**config.mk**
```make
export PLATFORM = sky130hd
export DESIGN_NAME = fp_issue_sched
export DESIGN_NICKNAME = d
export VERILOG_FILES = /design/src/rtl/fp_sched_pkg.sv /design/src/rtl/fp_rs_station.sv /design/src/rtl/fp_rnd_resv.sv /design/src/rtl/fp_delay_line.sv /design/src/rtl/fp_rnd_port.sv /design/src/rtl/fp_issue_sched.sv
export SDC_FILE = /design/constraint.sdc
export NUM_CORES = 1
export LEC_CHECK = 0
export BUFFER_PORTS_ARGS = -buffer_cell sky130_fd_sc_hd__buf_2
export CAP_MARGIN = 40
export CORE_UTILIZATION = 57
export CTS_CLUSTER_DIAMETER = 150
export DETAILED_ROUTE_END_ITERATION = 10
export HOLD_SLACK_MARGIN = 0.05
export PLACE_DENSITY = 0.79
export SETUP_SLACK_MARGIN = 0.5
export SLEW_MARGIN = 10
export SYNTH_ARGS = -nofsm -noshare
export SYNTH_HDL_FRONTEND = slang
export SYNTH_SLANG_ARGS = --single-unit
```
**constraint.sdc**
```tcl
create_clock -name clk -period 5.9 [get_ports clk]
set_input_delay 1.18 -clock clk [delete_from_list [all_inputs] [get_ports clk]]
set_output_delay 1.18 -clock clk [all_outputs]
set_load 0.1 [all_outputs]
```
**src/rtl/fp_sched_pkg.sv**
```systemverilog
package fp_sched_pkg;
  localparam int unsigned SLOTS = 2;
  localparam logic [1:0] OPC_ADD = 2'b00;
  localparam logic [1:0] OPC_MUL = 2'b01;

  function automatic logic op_is_xch(input logic [1:0] op);
    return op[1];
  endfunction

  function automatic logic op_is_mul(input logic [1:0] op);
    return (op == OPC_MUL);
  endfunction
endpackage

```
**src/rtl/fp_rs_station.sv**
```systemverilog
module fp_rs_station
  import fp_sched_pkg::*;
#(
  parameter int PW = 82
) (
  input  logic          clk,
  input  logic          rst_n,
  input  logic          in_valid,
  input  logic [1:0]    in_op,
  input  logic [PW-1:0] in_data,
  output logic          in_ready,
  input  logic          add_blk,
  input  logic          mul_blk,
  output logic          iss_valid,
  output logic          iss_tag,
  output logic          iss_mul,
  output logic [PW-1:0] iss_data,
  output logic          xch_valid,
  output logic          xch_tag
);
  logic [SLOTS-1:0] vld_q, vld_d;
  logic             old_q, old_d;
  logic [1:0]       op_q   [SLOTS];
  logic [PW-1:0]    data_q [SLOTS];

  logic [SLOTS-1:0] arith_ok, xch_ok, freed, kept, load_en;
  logic             pri0, pri1, accept, alloc_idx;

  always_comb begin
    pri0 = (vld_q[0] && vld_q[1]) ? old_q : vld_q[1];
    pri1 = ~pri0;
    for (int i = 0; i < SLOTS; i++) begin
      arith_ok[i] = vld_q[i] && !op_is_xch(op_q[i]) &&
                    !(op_is_mul(op_q[i]) ? mul_blk : add_blk);
      xch_ok[i]   = vld_q[i] && op_is_xch(op_q[i]);
    end
    iss_valid = arith_ok[pri0] || arith_ok[pri1];
    iss_tag   = arith_ok[pri0] ? pri0 : pri1;
    iss_mul   = op_is_mul(op_q[iss_tag]);
    iss_data  = data_q[iss_tag];
    xch_valid = xch_ok[pri0] || xch_ok[pri1];
    xch_tag   = xch_ok[pri0] ? pri0 : pri1;

    in_ready  = ~(vld_q[0] && vld_q[1]);
    accept    = in_valid && in_ready;
    alloc_idx = vld_q[0];
    for (int i = 0; i < SLOTS; i++) begin
      freed[i]   = (iss_valid && (iss_tag == i[0])) || (xch_valid && (xch_tag == i[0]));
      kept[i]    = vld_q[i] && !freed[i];
      load_en[i] = accept && (alloc_idx == i[0]);
      vld_d[i]   = kept[i] || load_en[i];
    end

    if (kept[0] && kept[1])      old_d = old_q;
    else if (kept[0])            old_d = 1'b0;
    else if (kept[1])            old_d = 1'b1;
    else                         old_d = alloc_idx;
  end

  always_ff @(posedge clk or negedge rst_n) begin
    if (!rst_n) begin
      vld_q <= '0;
      old_q <= 1'b0;
    end else begin
      vld_q <= vld_d;
      old_q <= old_d;
    end
  end

  for (genvar g = 0; g < SLOTS; g++) begin : g_slot
    always_ff @(posedge clk) begin
      if (load_en[g]) begin
        op_q[g]   <= in_op;
        data_q[g] <= in_data;
      end
    end
  end
endmodule

```
**src/rtl/fp_rnd_resv.sv**
```systemverilog
module fp_rnd_resv #(
  parameter int ADD_LAT = 3,
  parameter int MUL_LAT = 4
) (
  input  logic clk,
  input  logic rst_n,
  input  logic add_go,
  input  logic mul_go,
  output logic add_blk,
  output logic mul_blk
);
  localparam int MAXL = (ADD_LAT > MUL_LAT) ? ADD_LAT : MUL_LAT;
  localparam int AIDX = (ADD_LAT > 1) ? ADD_LAT - 1 : 1;
  localparam int MIDX = (MUL_LAT > 1) ? MUL_LAT - 1 : 1;

  logic [MAXL:1] slot_q, slot_d;

  always_comb begin
    slot_d = {1'b0, slot_q[MAXL:2]};
    if (ADD_LAT > 1) slot_d[AIDX] = slot_d[AIDX] | add_go;
    if (MUL_LAT > 1) slot_d[MIDX] = slot_d[MIDX] | mul_go;
    add_blk = slot_q[ADD_LAT];
    mul_blk = slot_q[MUL_LAT];
  end

  always_ff @(posedge clk or negedge rst_n) begin
    if (!rst_n) slot_q <= '0;
    else        slot_q <= slot_d;
  end
endmodule

```
**src/rtl/fp_delay_line.sv**
```systemverilog
module fp_delay_line #(
  parameter int W     = 83,
  parameter int DEPTH = 2
) (
  input  logic         clk,
  input  logic         rst_n,
  input  logic         in_v,
  input  logic [W-1:0] in_d,
  output logic         out_v,
  output logic [W-1:0] out_d
);
  if (DEPTH == 0) begin : g_wire
    assign out_v = in_v;
    assign out_d = in_d;
  end else begin : g_regs
    logic         v_q [DEPTH+1];
    logic [W-1:0] d_q [DEPTH+1];
    assign v_q[0] = in_v;
    assign d_q[0] = in_d;
    for (genvar s = 1; s <= DEPTH; s++) begin : g_stage
      always_ff @(posedge clk or negedge rst_n) begin
        if (!rst_n) v_q[s] <= 1'b0;
        else        v_q[s] <= v_q[s-1];
      end
      always_ff @(posedge clk) begin
        if (v_q[s-1]) d_q[s] <= d_q[s-1];
      end
    end
    assign out_v = v_q[DEPTH];
    assign out_d = d_q[DEPTH];
  end
endmodule

```
**src/rtl/fp_rnd_port.sv**
```systemverilog
module fp_rnd_port #(
  parameter int W = 83
) (
  input  logic         clk,
  input  logic         rst_n,
  input  logic         a_v,
  input  logic [W-1:0] a_d,
  input  logic         m_v,
  input  logic [W-1:0] m_d,
  output logic         r_v,
  output logic         r_src,
  output logic [W-1:0] r_d
);
  logic         sel_v, sel_src;
  logic [W-1:0] sel_d;

  always_comb begin
    sel_v   = a_v || m_v;
    sel_src = m_v;
    sel_d   = m_v ? m_d : a_d;
  end

  always_ff @(posedge clk or negedge rst_n) begin
    if (!rst_n) r_v <= 1'b0;
    else        r_v <= sel_v;
  end

  always_ff @(posedge clk) begin
    if (sel_v) begin
      r_src <= sel_src;
      r_d   <= sel_d;
    end
  end
endmodule

```
**src/rtl/fp_issue_sched.sv**
```systemverilog
module fp_issue_sched #(
  parameter int HALF_W  = 41,
  parameter int ADD_LAT = 3,
  parameter int MUL_LAT = 4
) (
  input  logic              clk,
  input  logic              rst_n,
  input  logic              in_valid,
  output logic              in_ready,
  input  logic [1:0]        in_op,
  input  logic [HALF_W-1:0] in_hi,
  input  logic [HALF_W-1:0] in_lo,
  output logic              add_iss_valid,
  output logic              add_iss_tag,
  output logic [HALF_W-1:0] add_iss_hi,
  output logic [HALF_W-1:0] add_iss_lo,
  output logic              mul_iss_valid,
  output logic              mul_iss_tag,
  output logic [HALF_W-1:0] mul_iss_hi,
  output logic [HALF_W-1:0] mul_iss_lo,
  output logic              xch_done,
  output logic              xch_tag,
  output logic              rnd_valid,
  output logic              rnd_tag,
  output logic              rnd_src,
  output logic [HALF_W-1:0] rnd_hi,
  output logic [HALF_W-1:0] rnd_lo
);
  localparam int EXT_W = 2 * HALF_W;
  localparam int PAY_W = EXT_W + 1;

  logic [1:0] rst_sync_q;
  logic       rst_int_n;

  always_ff @(posedge clk or negedge rst_n) begin
    if (!rst_n) rst_sync_q <= 2'b00;
    else        rst_sync_q <= {rst_sync_q[0], 1'b1};
  end
  assign rst_int_n = rst_sync_q[1];

  logic             iss_valid, iss_tag, iss_mul, add_blk, mul_blk;
  logic [EXT_W-1:0] iss_data;
  logic             add_go, mul_go;

  fp_rs_station #(.PW(EXT_W)) u_station (
    .clk       (clk),
    .rst_n     (rst_int_n),
    .in_valid  (in_valid),
    .in_op     (in_op),
    .in_data   ({in_hi, in_lo}),
    .in_ready  (in_ready),
    .add_blk   (add_blk),
    .mul_blk   (mul_blk),
    .iss_valid (iss_valid),
    .iss_tag   (iss_tag),
    .iss_mul   (iss_mul),
    .iss_data  (iss_data),
    .xch_valid (xch_done),
    .xch_tag   (xch_tag)
  );

  assign add_go = iss_valid && !iss_mul;
  assign mul_go = iss_valid &&  iss_mul;

  fp_rnd_resv #(.ADD_LAT(ADD_LAT), .MUL_LAT(MUL_LAT)) u_resv (
    .clk     (clk),
    .rst_n   (rst_int_n),
    .add_go  (add_go),
    .mul_go  (mul_go),
    .add_blk (add_blk),
    .mul_blk (mul_blk)
  );

  always_comb begin
    add_iss_valid = add_go;
    mul_iss_valid = mul_go;
    add_iss_tag   = add_go && iss_tag;
    mul_iss_tag   = mul_go && iss_tag;
    add_iss_hi    = add_go ? iss_data[EXT_W-1:HALF_W] : '0;
    add_iss_lo    = add_go ? iss_data[HALF_W-1:0]     : '0;
    mul_iss_hi    = mul_go ? iss_data[EXT_W-1:HALF_W] : '0;
    mul_iss_lo    = mul_go ? iss_data[HALF_W-1:0]     : '0;
  end

  logic             add_tail_v, mul_tail_v;
  logic [PAY_W-1:0] add_tail_d, mul_tail_d, rnd_pay;
  logic             rnd_src_q;

  fp_delay_line #(.W(PAY_W), .DEPTH(ADD_LAT - 1)) u_add_pipe (
    .clk   (clk),
    .rst_n (rst_int_n),
    .in_v  (add_go),
    .in_d  ({iss_tag, iss_data}),
    .out_v (add_tail_v),
    .out_d (add_tail_d)
  );

  fp_delay_line #(.W(PAY_W), .DEPTH(MUL_LAT - 1)) u_mul_pipe (
    .clk   (clk),
    .rst_n (rst_int_n),
    .in_v  (mul_go),
    .in_d  ({iss_tag, iss_data}),
    .out_v (mul_tail_v),
    .out_d (mul_tail_d)
  );

  fp_rnd_port #(.W(PAY_W)) u_rnd (
    .clk   (clk),
    .rst_n (rst_int_n),
    .a_v   (add_tail_v),
    .a_d   (add_tail_d),
    .m_v   (mul_tail_v),
    .m_d   (mul_tail_d),
    .r_v   (rnd_valid),
    .r_src (rnd_src_q),
    .r_d   (rnd_pay)
  );

  always_comb begin
    rnd_tag = rnd_valid && rnd_pay[PAY_W-1];
    rnd_src = rnd_valid && rnd_src_q;
    rnd_hi  = rnd_valid ? rnd_pay[EXT_W-1:HALF_W] : '0;
    rnd_lo  = rnd_valid ? rnd_pay[HALF_W-1:0]     : '0;
  end
endmodule

```
==> impl_metrics.ini <==
[floorplanning]
die_y_um = 209
std_cell_rows = 75
core_area_um2 = 42000
die-area_um2 = 43600
die-width_um = 209
initial_utilization_pct = 58.0
io_pins = 343

[sta]
hold_viol_final = 0
relSlewSlack_pct = 39.8
maxSlewViolCount = 0
setup_viol = 0
fmax_ghz = 0.192
rsz0062_at_grt = yes
tightest_slew_ns = 0.900
period_needed_ns = 5.21
fin_crit_sh_pct = 88.3
fin_worst_skew_ns = 0.0175
setup_tns_ns = 0

[worst_setup_path]
cp-start-kind = flip-flop
crit_type = flip-flop to primary output
crit_chain = nor2b_1, a2bb2oi_4, buf_12, o21ai_0, a21oi_1, buf_2
cp_slowest_cell = dfrtp_4
crit_fanout = 55
cp.buffers_inverters = 2
crit_required_ns = 4.72
critPathMaxStageDelay_ns = 0.82
cp.arrival_ns = 4.03
endpoint_kind = primary output
cpLargestDelayFamily = compound AO/OA/AOI/OAI gates

[synthesis]
async_flop_share_pct = 1.62
syn_inst = 1374
avgSynthCellArea_um2 = 17.8
ys.flop_type = edfxtp_1
ys.warnings.count = 0
syn-num-nets = 1461
synth-edff-count = 667
synth_cell_types = 31
ys_ff_latch = 678
yosysSeqAreaShare_pct = 83.2
synth_area_um2 = 24400

[cells_and_area]
syn_to_final_growth_pct = 18.6
nFillCells = 2723
multi_input_area_um2 = 3770
fin_nets = 1822
regArea_um2 = 20300
final_common_cell = edfxtp_1
drive_above_1_share_pct = 31.2
mostFrequentLayoutCells = 667 x edfxtp_1, 342 x buf_2, 165 x a21oi_1, 91 x nand2_1, 85 x and2_1

[clock_tree]
clk_path_buf_depth = 3
root_buffer = clkbuf_16
clock-sinks = 678
cts_buffers = 67
clk_pin_slew_worst_paths_ns = 0.06
post_cts.repair.setup_buffers = 0
post_cts_resized = 0
h-tree-depth = 3
cts_tree = done
holdBufCountCts = 0
clk_latency_ns = 0.58

[detailed_routing]
first_pass_iters = 6
drt-total-wl_mm = 51.5
wl_per_cell_um = 22.1
dr_total_vias = 13395
avgViaCountPerCell = 5.75
drt_first_iter_violations = 1297
ant_nets = 0
drc = 0

[global_route]
grt_start_max_net_pins = 56
grt.total_usage_pct = 23.5
overflow = 0
grt_pass1_vias = 13482
grt_pass1_wl_mm = 76.7
antenna_found_initial = 4

[placement]
io_buffers = 342
place_congestion = 0.869
hpwl_mm = 32.2

[run_status]
status = complete, no violations

[job]
drv_cap = 0

[worst_hold_path]
min_path_type = flip-flop to asynchronous set/reset pin
## flip-flops by register name, indices dropped and copies added, names as in the netlist
name and flops:
u_mul_pipe.g_regs.d_q 166, u_station.data_q 164, u_add_pipe.g_regs.d_q 83, u_add_pipe.out_d 83, u_mul_pipe.out_d 83, u_rnd.r_d 83
u_station.op_q 4, rst_sync_q 2, u_station.vld_q 2, u_add_pipe.g_regs.v_q 1, u_add_pipe.out_v 1, u_mul_pipe.g_regs.v_q 1
u_mul_pipe.out_v 1, u_resv.slot_q 1, u_rnd.r_src 1, u_rnd.r_v 1, u_station.old_q 1
## Yosys cell counts (5+ instances only)
cell      count  area (µm²)
a21oi_1     165         826
and2_1       85         532
buf_2        11        55.1
buf_6        14         158
clkbuf_1     40         150
dfrtp_1      11         275
edfxtp_1    667       20000
mux2_2       83         935
nand2_1      91         342
nand3_1      84         420
nor2_1        6        22.5
nor2b_1       5        31.3
o21ai_0      62         310
o21ai_1      21         105
## stage by stage
stage / cells / area (µm²) / worst slack, ns / hold slack [ns] / util (%)
6_report: 2331 / 28900 / 0.690 / 0.149 / 68.8
5_1_grt: 2330 / 28900 / 0.497 / 0.181 / 68.8
4_1_cts: 2327 / 28900 / 0.656 / 0.170 / 68.8
3_5_place_dp: 2205 / 26800 / 1.31 / 0.163 / 63.8
3_3_place_gp: 2199 / 26700 / 1.38 / 0.155 / 63.4
2_1_floorplan: 1374 / 24400 / 0.606 / 0.108 / -
## cell type report
cell class	instances	area share, %
Tap cell	539	2.33
Clock buffer	82	6.21
Multi-Input combinational cell	620	13.0
Antenna cell	4	0.0346
Timing Repair Buffer	366	7.03
Clock inverter	40	1.10
Sequential cell	678	70.2
Inverter	2	0.0432
## worst register-to-register path: stages (launching register included)
cell and delay, ns:
dfrtp_4 0.82, nor2b_1 0.58, a311oi_2 0.19, a32oi_4 0.79
inv_4 0.30, buf_4 0.32, buf_16 0.24
## worst paths after layout
check / start / to / cells after the start / slack (ns)
worst max-delay path: u_resv.slot_q[3]$_DFF_PN0_ / add_iss_lo[19] / 6 / 0.69
worst min-delay path: rst_sync_q[1]$_DFF_PN0_ / u_station.old_q$_DFFE_PN0N_ / 0 / 0.15
worst max register to register: u_resv.slot_q[3]$_DFF_PN0_ / u_mul_pipe.g_regs.d_q[203]$_DFFE_PP_ / 6 / 2.33
worst min register to register: rst_sync_q[1]$_DFF_PN0_ / u_station.old_q$_DFFE_PN0N_ / 0 / 0.15
max in group asynchronous: rst_n / rst_sync_q[0]$_DFF_PN0_ / 1 / 5.43
min in group clk: rst_sync_q[0]$_DFF_PN0_ / rst_sync_q[1]$_DFF_PN0_ / 0 / 0.35
## cell families after synthesis
kind of cell           after synthesis  synth area share (%)
DFF                                678                  83.2
and+or+nand+nor                    279                  5.74
muxes                               83                  3.83
buffers and inverters               76                  1.72
other                                1                0.0154
AOI/OAI and AO/OA                  257                  5.45
## routing by layer
| layer | track usage [%] | up-vias | wire, µm | part of all wire (%) |
|---|---|---|---|---|
| li1 | - | 5991 | - | - |
| met1 | 29.6 | 6617 | 19900 | 39 |
| met2 | 41.0 | 662 | 26700 | 52 |
| met3 | 3.97 | 125 | 3350 | 6.5 |
| met4 | 9.18 | 0 | 1480 | 2.9 |
| met5 | 0 | - | 0 | 0 |
Power is not shown: default switching activity piles up to over one toggle a cycle in this logic, so the estimate is an artifact.
